$ cat config.mk
export PLATFORM = sky130hd
export DESIGN_NAME = pgflash_rd_ctrl
export DESIGN_NICKNAME = d
export VERILOG_FILES = /design/src/rtl/pgrd_pkg.sv /design/src/rtl/pgrd_page_track.sv /design/src/rtl/pgrd_wait_timer.sv /design/src/rtl/pgflash_rd_ctrl.sv
export SDC_FILE = /design/constraint.sdc
export NUM_CORES = 1
export LEC_CHECK = 0
export CAP_MARGIN = 20
export CORE_UTILIZATION = 30
export CTS_BUF_LIST = sky130_fd_sc_hd__clkbuf_8
export DETAILED_ROUTE_END_ITERATION = 12
export PLACE_DENSITY = 0.58
export SYNTH_ARGS = -nofsm -noshare
export SYNTH_HDL_FRONTEND = slang
export SYNTH_SLANG_ARGS = --single-unit
export TNS_END_PERCENT = 10
$ cat constraint.sdc
create_clock -name clk -period 3.52 [get_ports clk]
set_clock_uncertainty 0.1 [all_clocks]
set_input_delay 0.352 -clock clk [delete_from_list [all_inputs] [get_ports clk]]
set_output_delay 0.352 -clock clk [all_outputs]
set_load 0.02 [all_outputs]
$ cat src/rtl/pgrd_pkg.sv
package pgrd_pkg;
  typedef enum logic {ST_IDLE = 1'b0, ST_WAIT = 1'b1} pgrd_state_e;

  function automatic int offset_bits(input int page_words);
    return (page_words == 8) ? 3 : 2;
  endfunction
endpackage

$ cat src/rtl/pgrd_page_track.sv
module pgrd_page_track #(
  parameter int PAGE_W = 18
) (
  input  logic              clk,
  input  logic              rst_n,
  input  logic              load_i,
  input  logic              close_i,
  input  logic [PAGE_W-1:0] page_i,
  output logic              hit_o
);
  logic              open_q;
  logic [PAGE_W-1:0] page_q;

  always_ff @(posedge clk or negedge rst_n) begin
    if (!rst_n) begin
      open_q <= 1'b0;
      page_q <= '0;
    end else if (load_i) begin
      open_q <= 1'b1;
      page_q <= page_i;
    end else if (close_i) begin
      open_q <= 1'b0;
    end
  end

  assign hit_o = open_q && (page_q == page_i);

  // a closed page cannot hit on the following cycle
  a_r7_close_kills_hit: assert property (@(posedge clk) disable iff (!rst_n)
    (close_i && !load_i) |=> !hit_o);
endmodule

$ cat src/rtl/pgrd_wait_timer.sv
module pgrd_wait_timer #(
  parameter int CNT_W = 4
) (
  input  logic             clk,
  input  logic             rst_n,
  input  logic             load_i,
  input  logic [CNT_W-1:0] load_val_i,
  output logic             done_o
);
  logic [CNT_W-1:0] cnt_q;

  always_ff @(posedge clk or negedge rst_n) begin
    if (!rst_n) begin
      cnt_q <= '0;
    end else if (load_i) begin
      cnt_q <= load_val_i;
    end else if (cnt_q != '0) begin
      cnt_q <= cnt_q - 1'b1;
    end
  end

  assign done_o = (cnt_q == CNT_W'(1));

  // a wait ends exactly once
  a_r2_done_single: assert property (@(posedge clk) disable iff (!rst_n)
    done_o |=> !done_o);
endmodule

$ cat src/rtl/pgflash_rd_ctrl.sv
module pgflash_rd_ctrl #(
  parameter int ADDR_W     = 20,
  parameter int DATA_W     = 16,
  parameter int PAGE_WORDS = 4,
  parameter int T_INIT     = 10,
  parameter int T_PAGE     = 3
) (
  input  logic              clk,
  input  logic              rst_n,
  input  logic              req_valid,
  output logic              req_ready,
  input  logic [ADDR_W-1:0] req_addr,
  output logic              rsp_valid,
  output logic [DATA_W-1:0] rsp_data,
  output logic [ADDR_W-1:0] mem_addr,
  output logic              mem_cs_n,
  output logic              mem_oe_n,
  input  logic [DATA_W-1:0] mem_rdata
);
  import pgrd_pkg::*;

  localparam int OFS_W  = offset_bits(PAGE_WORDS);
  localparam int PAGE_W = ADDR_W - OFS_W;
  localparam int T_MAX  = (T_INIT > T_PAGE) ? T_INIT : T_PAGE;
  localparam int CNT_W  = $clog2(T_MAX + 1);

  pgrd_state_e      state_q;
  logic             accept;
  logic             close_pg;
  logic             hit;
  logic             wait_done;
  logic             cs_q;
  logic             oe_q;
  logic [CNT_W-1:0] lat;

  assign req_ready = (state_q == ST_IDLE);
  assign accept    = req_valid && req_ready;
  assign close_pg  = req_ready && !req_valid;
  assign lat       = hit ? CNT_W'(T_PAGE) : CNT_W'(T_INIT);
  assign mem_cs_n  = !cs_q;
  assign mem_oe_n  = !oe_q;

  pgrd_page_track #(.PAGE_W(PAGE_W)) u_page (
    .clk     (clk),
    .rst_n   (rst_n),
    .load_i  (accept),
    .close_i (close_pg),
    .page_i  (req_addr[ADDR_W-1:OFS_W]),
    .hit_o   (hit)
  );

  pgrd_wait_timer #(.CNT_W(CNT_W)) u_timer (
    .clk        (clk),
    .rst_n      (rst_n),
    .load_i     (accept),
    .load_val_i (lat),
    .done_o     (wait_done)
  );

  always_ff @(posedge clk or negedge rst_n) begin
    if (!rst_n) begin
      state_q   <= ST_IDLE;
      mem_addr  <= '0;
      cs_q      <= 1'b0;
      oe_q      <= 1'b0;
      rsp_valid <= 1'b0;
      rsp_data  <= '0;
    end else begin
      rsp_valid <= 1'b0;
      unique case (state_q)
        ST_IDLE: begin
          if (accept) begin
            state_q  <= ST_WAIT;
            mem_addr <= req_addr;
            cs_q     <= 1'b1;
            oe_q     <= 1'b1;
          end else begin
            cs_q <= 1'b0;
          end
        end
        ST_WAIT: begin
          if (wait_done) begin
            state_q   <= ST_IDLE;
            oe_q      <= 1'b0;
            rsp_valid <= 1'b1;
            rsp_data  <= mem_rdata;
          end
        end
        default: state_q <= ST_IDLE;
      endcase
    end
  end

  // the data strobe lasts one cycle
  a_r5_one_cycle_pulse: assert property (@(posedge clk) disable iff (!rst_n)
    rsp_valid |=> !rsp_valid);
  // returned data coincides with a free request port
  a_r6_ready_with_data: assert property (@(posedge clk) disable iff (!rst_n)
    rsp_valid |-> req_ready);
  // an accepted request opens the output enable and blocks the port
  a_r8_oe_after_accept: assert property (@(posedge clk) disable iff (!rst_n)
    (req_valid && req_ready) |=> (!mem_oe_n && !req_ready));
  // output enable only under chip select
  a_r7_cs_covers_oe: assert property (@(posedge clk) disable iff (!rst_n)
    !mem_oe_n |-> !mem_cs_n);
  // address held across the wait
  a_r4_addr_held: assert property (@(posedge clk) disable iff (!rst_n)
    (!mem_oe_n && $past(!mem_oe_n)) |-> $stable(mem_addr));
endmodule

# Word level (Yosys, flattened, before mapping)
# Cells that the tools add are included.
[totals]
out_inout_bits = 40
wordCells = 40
input_bits = 39
reg_bits = 63
[classes]
eq_ne = 4
n_reduce_logical = 12
n_bitwise = 1
muxes = 13
add_sub_neg = 1
[op_table]
columns = ["operator", "count"]
rows = [
  ["equality test 18 bit", 1],
  ["2-to-1 mux 4 bit", 3],
  ["2-to-1 mux 1 bit", 8],
  ["AND reduction 2 bit", 3],
  ["equality test 4 x 1 -> 1 bit, second input constant", 1],
  ["inequality test 2 x 1 -> 1 bit, second input constant", 2],
  ["case mux 1 bit (2 select lines)", 2],
  ["nonzero test 2 bit", 2],
  ["nonzero test 4 bit", 1],
  ["subtractor 4 x 1 -> 4 bit, second input constant", 1],
  ["logical AND 1 bit", 3],
  ["zero test 1 bit", 3],
  ["inverter 1 bit", 1],
]

# Depth between registers and ports, before layout
# Gate-level depths: netlist of the first run.
[logic_depth]
depth_word = 4
mapped_depth = 6
mapped_depth_nobuf = 5

# Modules after synthesis
# Synthesis of the first run repeated with hierarchy kept, for this count alone.
[hier_totals]
cells_unflattened = 182
hier_area_um2 = 2763.9
[modules_own_cells]
columns = ["module", "cells_each", "instances", "seq_area_each_um2", "area_each_um2"]
rows = [
  ["pgflash_rd_ctrl", 93, 1, 1001.0, 1596.5],
  ["pgrd_page_track", 65, 1, 475.5, 902.1],
  ["pgrd_wait_timer", 24, 1, 100.1, 265.3],
]

# Worst setup path before layout of the first run
# No wires, ideal clock.
[synth_path]
path_type = "reg2reg"
from = "register u_timer.cnt_q[1]"
to = "register rsp_data[10]"
arrival_time_ps = 1525
setup_time_ps = 125
required_ps = 3295
n_path_buf = 1
path_slack_ps = 1770
period_less_slack_ps = 1750
stages_incl_launch_ff = 7
path_cell_list = "dfrtp_1 -> inv_1 -> ha_1 -> nand2_1 -> nor3_4 -> buf_4 -> mux2_2"
[synth_via]
elab_chain_len = 2
[synth_lines]
columns = ["element", "line", "text"]
rows = [
  ["from (decl)", "pgrd_wait_timer.sv:10", "logic [CNT_W-1:0] cnt_q;"],
  ["from (signal assigned)", "pgrd_wait_timer.sv:16", "cnt_q <= load_val_i;"],
  ["from (signal assigned)", "pgrd_wait_timer.sv:18", "cnt_q <= cnt_q - 1'b1;"],
  ["equality test 4 x 1 -> 1 bit", "pgrd_wait_timer.sv:22", "assign done_o = (cnt_q == CNT_W'(1));"],
  ["AND reduction 2 bit (no source line)", "--", ""],
  ["to (signal assigned)", "pgflash_rd_ctrl.sv:86", "rsp_data <= mem_rdata;"],
  ["to (decl)", "pgflash_rd_ctrl.sv:14", "output logic [DATA_W-1:0] rsp_data,"],
]
# No other way between the ends.
# A chain may end at the register's enable or synchronous reset.

# Worst setup path in the final report of the first run
# Same ends and word-level chain as after synthesis.

==> results of run 1 <==
-- worst max-delay path: cells and delay by family (launching register included) --
| kind | cells | cell delay (ps) |
|---|---|---|
| flops | 1 | 390 |
| buf+inv | 1 | 100 |
| mux | 1 | 420 |
| fa+ha+maj | 1 | 150 |
| simple gates | 2 | 760 |
-- metal layers --
layer  vias up  GRT usage  wire (microns)
li1        650          -               -
met1       668     0.1638            1760
met2        29     0.2131            2083
met3         9    0.02883             143
met4         0    0.05799             103
met5         -          0               0
-- worst max path at each step --
| stage | start | to | cells past startpoint | slack (ps) |
|---|---|---|---|---|
| 6_report | u_timer.cnt_q[1]$_DFFE_PN0P_ | rsp_data[10]$_DFFE_PN0P_ | 5 | 1500 |
| 5_1_grt | u_timer.cnt_q[1]$_DFFE_PN0P_ | rsp_data[12]$_DFFE_PN0P_ | 5 | 1350 |
| 4_1_cts | u_timer.cnt_q[1]$_DFFE_PN0P_ | rsp_data[10]$_DFFE_PN0P_ | 5 | 1440 |
| 3_5_place_dp | u_timer.cnt_q[1]$_DFFE_PN0P_ | rsp_data[10]$_DFFE_PN0P_ | 5 | 1440 |
| 3_3_place_gp | u_timer.cnt_q[1]$_DFFE_PN0P_ | rsp_data[7]$_DFFE_PN0P_ | 5 | 1500 |
| 2_1_floorplan | u_timer.cnt_q[1]$_DFFE_PN0P_ | rsp_data[10]$_DFFE_PN0P_ | 6 | 1770 |
-- final cells by class --
class                           instances  area [sq um]
Sequential cell                        45          1126
Multi-Input combinational cell         86         797.0
Clock inverter                          2         37.54
Fill cell                             577          3378
Timing Repair Buffer                   81         813.3
Inverter                                5         18.77
Tap cell                               77         96.34
Clock buffer                            6         82.58
-- cells by family after synthesis --
group / count (synthesis) / synth area share
xor gates and xnor gates: 19 / 0.08444
AOI/OAI and AO/OA: 7 / 0.02603
muxes: 36 / 0.2057
DFF: 45 / 0.5714
and+or+nand+nor: 21 / 0.06921
buffers and inverters: 9 / 0.02413
adders and majority gates: 3 / 0.01905
-- through the flow --
stage	total power, uW	hold slack (ps)
2_1_floorplan	1714	-43.59
3_3_place_gp	2315	364.5
3_5_place_dp	2323	369.9
4_1_cts	2746	168.5
5_1_grt	2886	353.2
6_report	2706	358.8
-- cell usage after synthesis (all sizes together) --
cell type   n
o22ai       1
a21o        3
ha          3
nand3b      1
nand3       2
nand2b      2
nand4       1
or4         1
or3         1
nor3b       1
nor2b       1
xor2       13
nor3        3
nand2       1
nor4        2
nor2        5
mux2       36
a211o       1
xnor2       6
o22a        1
a21oi       1
dfrtp      45
inv         5
buf         4
-- power groups by stage --
stage	Sequential, uW	Clock (uW)	Combinational [uW]
global placement	974	0	1340
detailed placement	976	0	1350
floorplan	1220	0	492
finish	962	409	1330
CTS	967	426	1350
global route	1000	454	1430
-- registers in the layout (all words and copies together) (netlist names) --
name	flops
u_page.page_q	17
rsp_valid	1
rsp_data	16
u_page.open_q	1
u_timer.cnt_q	4
cs_q	1
mem_addr	3
oe_q	1
state_q	1
-- timing repair --
action                                 in CTS  in global routing
endpoints found under the hold margin       0                  7
setup buffers                               0                  0
setup endpoints to repair                   0                  0
resized for setup                           0                  0
hold buffers                                0                  1
==> qor.csv, run 1 <==
stage,metric,value,unit
final_layout,drive_gt1_frac,0.2267,
placed_design,place_area,0.002821,sq mm
logic_synthesis,synth.largest_area_cell,dfrtp_1,
drt,routed-via-count,1356,
final_layout,final_common_cell,clkdlybuf4s50_1,
floorplanning,io_pins,79,
placed_design,dp_hpwl,2890,microns
logic_synthesis,synth_seq_cells,45,
clock_network,cts_tree,done,
clock_network,cts_buffer_depth,2,
logic_synthesis,syn-num-nets,182,
pwr,leakage,0.001241,uW
setup_path,r2r_end,rsp_data[10]$_DFFE_PN0P_,
final_layout,fin_cells,302,
clock_network,h-tree-depth,2,
sta,hold_viol,0,
global_routing,antenna_found_initial,0,
setup_path,cp-start-kind,flip-flop,
sta,tightestPinTransition,862.9,ps
logic_synthesis,syn_area,0.001971,sq mm
setup_path,critPathArrivalTime,2110,ps
sta,setup_tns,0,ps
floorplanning,row_count,29,
logic_synthesis,ys_seq_area_frac,0.5714,
sta,max_freq,0.4940,GHz
setup_path,ff2ff_path_depth,5,
final_layout,final_cell_mix,"77 x clkdlybuf4s50_1, 45 x dfrtp_1, 36 x mux2_2, 13 x xor2_1",
pwr,sw_frac_of_total,0.3537,
logic_synthesis,ys_types,28,
global_routing,grt_pass1_wl,7148,microns
logic_synthesis,syn_area_per_cell,14.08,sq um
global_routing,grt_max_degree,46,
min_path,hold_path_class,in2async,
logic_synthesis,netlist_instances,140,
sta,min_period,2024,ps
setup_path,reg2reg_slack,1500,ps
sta,finalMaxSlewViolations,0,
drt,postRouteAntennaNets,0,
floorplanning,die_x,83.05,microns
logic_synthesis,synthTopCellsByArea,"dfrtp_1 57%, mux2_2 21%, xor2_1 5.8%, xnor2_1 2.7%, ha_1 1.9%",
floorplanning,dieArea,0.006897,sq mm
setup_path,crit_type,reg2reg,
final_layout,stdcell_area,0.002972,sq mm
sta,fin_crit_sh,0.5751,
final_layout,final_util,0.4680,
pwr,p_clk_frac,0.151,
drt,wl,4090,microns
pwr,p_seq_frac,0.355,
setup_path,reg2reg_from,u_timer.cnt_q[1]$_DFFE_PN0P_,
pwr,power_switching,957.0,uW
clock_network,clk_latency,300,ps
clock_network,cts-root-buf,clkbuf_8,
drt,via_per_inst,4.490,
placed_design,place.gp.congestion,0.6688,
drt,first_pass_iters,4,
setup_path,critPathMaxFanout,19,
floorplanning,core,0.006350,sq mm
final_layout,area_delta_synth_final,50.79,%
pwr,peakVddDrop,0.4095,mV
drt,wl_per_cell,13.54,microns
final_layout,nets,266,
job,maxCapViolations,0,
pwr,pwr_density_cell,910.6,mW/mm^2
sta,rsz0062_at_grt,no,
placed_design,port_buffers,78,
clock_network,numCtsBuffers,5,
setup_path,cp_cell_sequence,inv_1 -> ha_1 -> nand2_1 -> nor3_4 -> mux2_2,
global_routing,grt_pass1_vias,1393,
outcome,status,"finished, final reports clean",
sta,setup_viol,0,
drt,drc,0,
setup_path,required,3610,ps
global_routing,grt-ovfl-total,0,
pwr,combPwrFrac,0.493,
setup_path,max_stage_delay,680,ps
placed_design,dp.cells,292,
setup_path,endpoint_kind,flip-flop,
sta,slew-limit-headroom,0.4229,
sta,final.setup.worst_slack,1496,ps
drt,drt_iter0_drc,44,
setup_path,critPathSlowestCell,nor3_4,
placed_design,place_ws,1442,ps
global_routing,track_usage,0.1298,
floorplanning,start_util,0.3103,
clock_network,cts_sinks,45,
pwr,intPower,1749,uW
logic_synthesis,synth.top_cell.area_share,0.5714,
logic_synthesis,yosysWarningCount,0,
floorplanning,die_h,83.05,microns
final_layout,n_antenna_cell,0,
clock_network,clk_pin_slew_worst_paths,80,ps
Note: power is estimated with default switching activity, not from simulation.
==> run 2: changes to the inputs <==
--- a/config.mk
+++ b/config.mk
@@ -9,7 +9,7 @@
 export CORE_UTILIZATION = 30
 export CTS_BUF_LIST = sky130_fd_sc_hd__clkbuf_8
 export DETAILED_ROUTE_END_ITERATION = 12
-export PLACE_DENSITY = 0.58
+export PLACE_DENSITY = 0.6
 export SYNTH_ARGS = -nofsm -noshare
 export SYNTH_HDL_FRONTEND = slang
 export SYNTH_SLANG_ARGS = --single-unit
==> constraint.sdc (replaced) <==
create_clock -name clk -period 1.77 [get_ports clk]
set_clock_uncertainty 0.1 [all_clocks]
set_input_delay 0.177 -clock clk [delete_from_list [all_inputs] [get_ports clk]]
set_output_delay 0.177 -clock clk [all_outputs]
set_load 0.02 [all_outputs]
==> run 2 against run 1 <==
Net effect:
- sequential cell count stayed put
- utilization is 0.55 points higher
- largest power group unchanged
- register-to-register slack worse by 1300 ps
- global-route usage is 0.20 points lower
- sequential share of layout area fell by 0.44 points
- count of clock-buffer cells in the layout stayed put
- worst setup slack worse by 1400 ps
==> qor.csv, run 2 (synthesis gave the netlist of run 1 again) <==
stage,metric,value,unit
outcome,status,"finished, final reports clean",
global_routing,grt-ovfl-total,0,
job,maxCapViolations,0,
pwr,sw_frac_of_total,0.3529,
setup_path,startpoint,cs_q$_DFFE_PN0N_,
drt,routed-via-count,1372,
pwr,combPwrFrac,0.500,
final_layout,largest_reg_flops,17,
clock_network,clk_pin_slew_worst_paths,90,ps
drt,wl_per_cell,13.36,microns
placed_design,port_buffers,78,
placed_design,dp_hpwl,3051,microns
drt,via_per_inst,4.498,
global_routing,grt_pass1_wl,6989,microns
drt,drc,0,
setup_path,critPathMaxFanout,2,
floorplanning,row_count,29,
setup_path,critPathArrivalTime,1350,ps
final_layout,n_antenna_cell,0,
pwr,p_clk_frac,0.148,
drt,wl,4075,microns
floorplanning,die_x,83.05,microns
pwr,power_switching,1912,uW
setup_path,crit_family,buffers and inverters,
floorplanning,core,0.006350,sq mm
sta,tightestPinTransition,338.6,ps
final_layout,nets,269,
setup_path,cp-start-kind,flip-flop,
sta,setup_viol,0,
setup_path,reg2reg_from,u_timer.cnt_q[1]$_DFFE_PN0P_,
global_routing,track_usage,0.1278,
final_layout,stdcell_area,0.003007,sq mm
setup_path,cp_num_buf_inv,2,
clock_network,numCtsBuffers,5,
sta,rsz0062_at_grt,no,
final_layout,fillers,578,
floorplanning,die_h,83.05,microns
clock_network,post_cts_buffers,0,
sta,slew-limit-headroom,0.7743,
final_layout,final_cell_mix,"76 x clkdlybuf4s50_1, 45 x dfrtp_1, 36 x mux2_2, 13 x xor2_1",
sta,min_period,1630,ps
final_layout,ff_latch_area,0.001126,sq mm
setup_path,endpoint_kind,output port,
final_layout,drive_gt1_frac,0.2368,
global_routing,grt_max_degree,28,
sta,max_freq,0.6137,GHz
final_layout,fin_cells,305,
clock_network,cts-root-buf,clkbuf_8,
placed_design,place_area,0.002877,sq mm
final_layout,top_regs,"u_page.page_q (17), rsp_data (16), u_timer.cnt_q (4)",
pwr,leakage,0.001270,uW
global_routing,antenna_found_initial,0,
clock_network,clk_latency,300,ps
pwr,pwr_density_cell,1802,mW/mm^2
final_layout,final_util,0.4735,
min_path,hold_path_class,in2async,
clock_network,cts_tree,done,
final_layout,final_common_cell,clkdlybuf4s50_1,
sta,hold_viol,0,
drt,postRouteAntennaNets,0,
floorplanning,start_util,0.3103,
pwr,peakVddDrop,0.7168,mV
global_routing,grt_pass1_vias,1437,
final_layout,multiInputGateArea,802.0,sq um
floorplanning,io_pins,79,
placed_design,place.gp.congestion,0.6808,
sta,final.setup.worst_slack,140.5,ps
drt,drt_iter0_drc,29,
clock_network,h-tree-depth,2,
sta,fin_crit_sh,0.9206,
setup_path,cp_cell_sequence,inv_1 -> clkdlybuf4s50_1,
sta,finalMaxSlewViolations,0,
drt,first_pass_iters,4,
setup_path,crit_type,reg2out,
floorplanning,dieArea,0.006897,sq mm
setup_path,max_stage_delay,610,ps
pwr,intPower,3506,uW
setup_path,required,1490,ps
pwr,p_seq_frac,0.352,
final_layout,area_delta_synth_final,52.57,%
clock_network,cts_sinks,45,
clock_network,cts_buffer_depth,2,
final_layout,top_register,u_page.page_q,
placed_design,dp.cells,296,
placed_design,place_ws,-60.25,ps
sta,hold_ws,214.1,ps
setup_path,critPathSlowestCell,clkdlybuf4s50_1,
## run 2: cell types whose count changed in the layout (fill, tap and decap cells not counted), sizes merged
| cell | change |
|---|---|
| buf | +3 |
| clkdlybuf4s50 | -1 |
| clkinvlp | -1 |
| dlygate4sd2 | +1 |
| inv | +1 |
## run 2: power by group through the flow
stage / Sequential, uW / Clock, uW / Combinational [uW]
6_report: 1900 / 803 / 2710
5_1_grt: 1990 / 875 / 2900
4_1_cts: 1910 / 839 / 2750
3_5_place_dp: 1930 / 0 / 2740
3_3_place_gp: 1920 / 0 / 2720
2_1_floorplan: 2430 / 0 / 978
## run 2: repair_timing
action,CTS,global route
endpoints found under the setup margin,1,1
hold buffers,1,0
hold endpoints to repair,33,0
resized for setup,1,1
gates cloned,0,0
## run 2: worst paths after layout
check / cells past startpoint / to / slack, ps
max: 2 / mem_cs_n / 140
min: 2 / rsp_data[0]$_DFFE_PN0P_ / 210
max reg2reg: 6 / rsp_data[8]$_DFFE_PN0P_ / 160
min reg2reg: 1 / cs_q$_DFFE_PN0N_ / 390
max in group asynchronous: 3 / u_page.page_q[8]$_DFFE_PN0P_ / 870
min in group clk: 2 / rsp_data[7]$_DFFE_PN0P_ / 380
## run 2: final cells by class
class,instances,share of cell area
Timing Repair Buffer,84,0.2817
Multi-Input combinational cell,86,0.2668
Tap cell,77,0.03204
Sequential cell,45,0.3745
Inverter,5,0.006242
Clock buffer,6,0.02747
Clock inverter,2,0.01124
## run 2: routing by layer
metal,part of all wire,vias to the layer above,global-route usage
met5,0,-,0
met2,0.52,24,0.2116
met1,0.43,679,0.1631
li1,-,661,-
met3,0.026,8,0.01789
met4,0.022,0,0.06583
## run 2: worst reg2reg max path: stages, from the launching register on
cell	delay (ps)
dfrtp_1	400
inv_1	100
ha_1	150
nand2_1	80
nor3_4	150
buf_12	180
mux2_2	350
## run 2: metrics by stage
stage               TNS, ps  total power (uW)
finish                    0              5417
global route              0              5764
CTS                       0              5505
detailed placement   -354.3              4670
global placement     -164.5              4646
floorplan                 0              3408
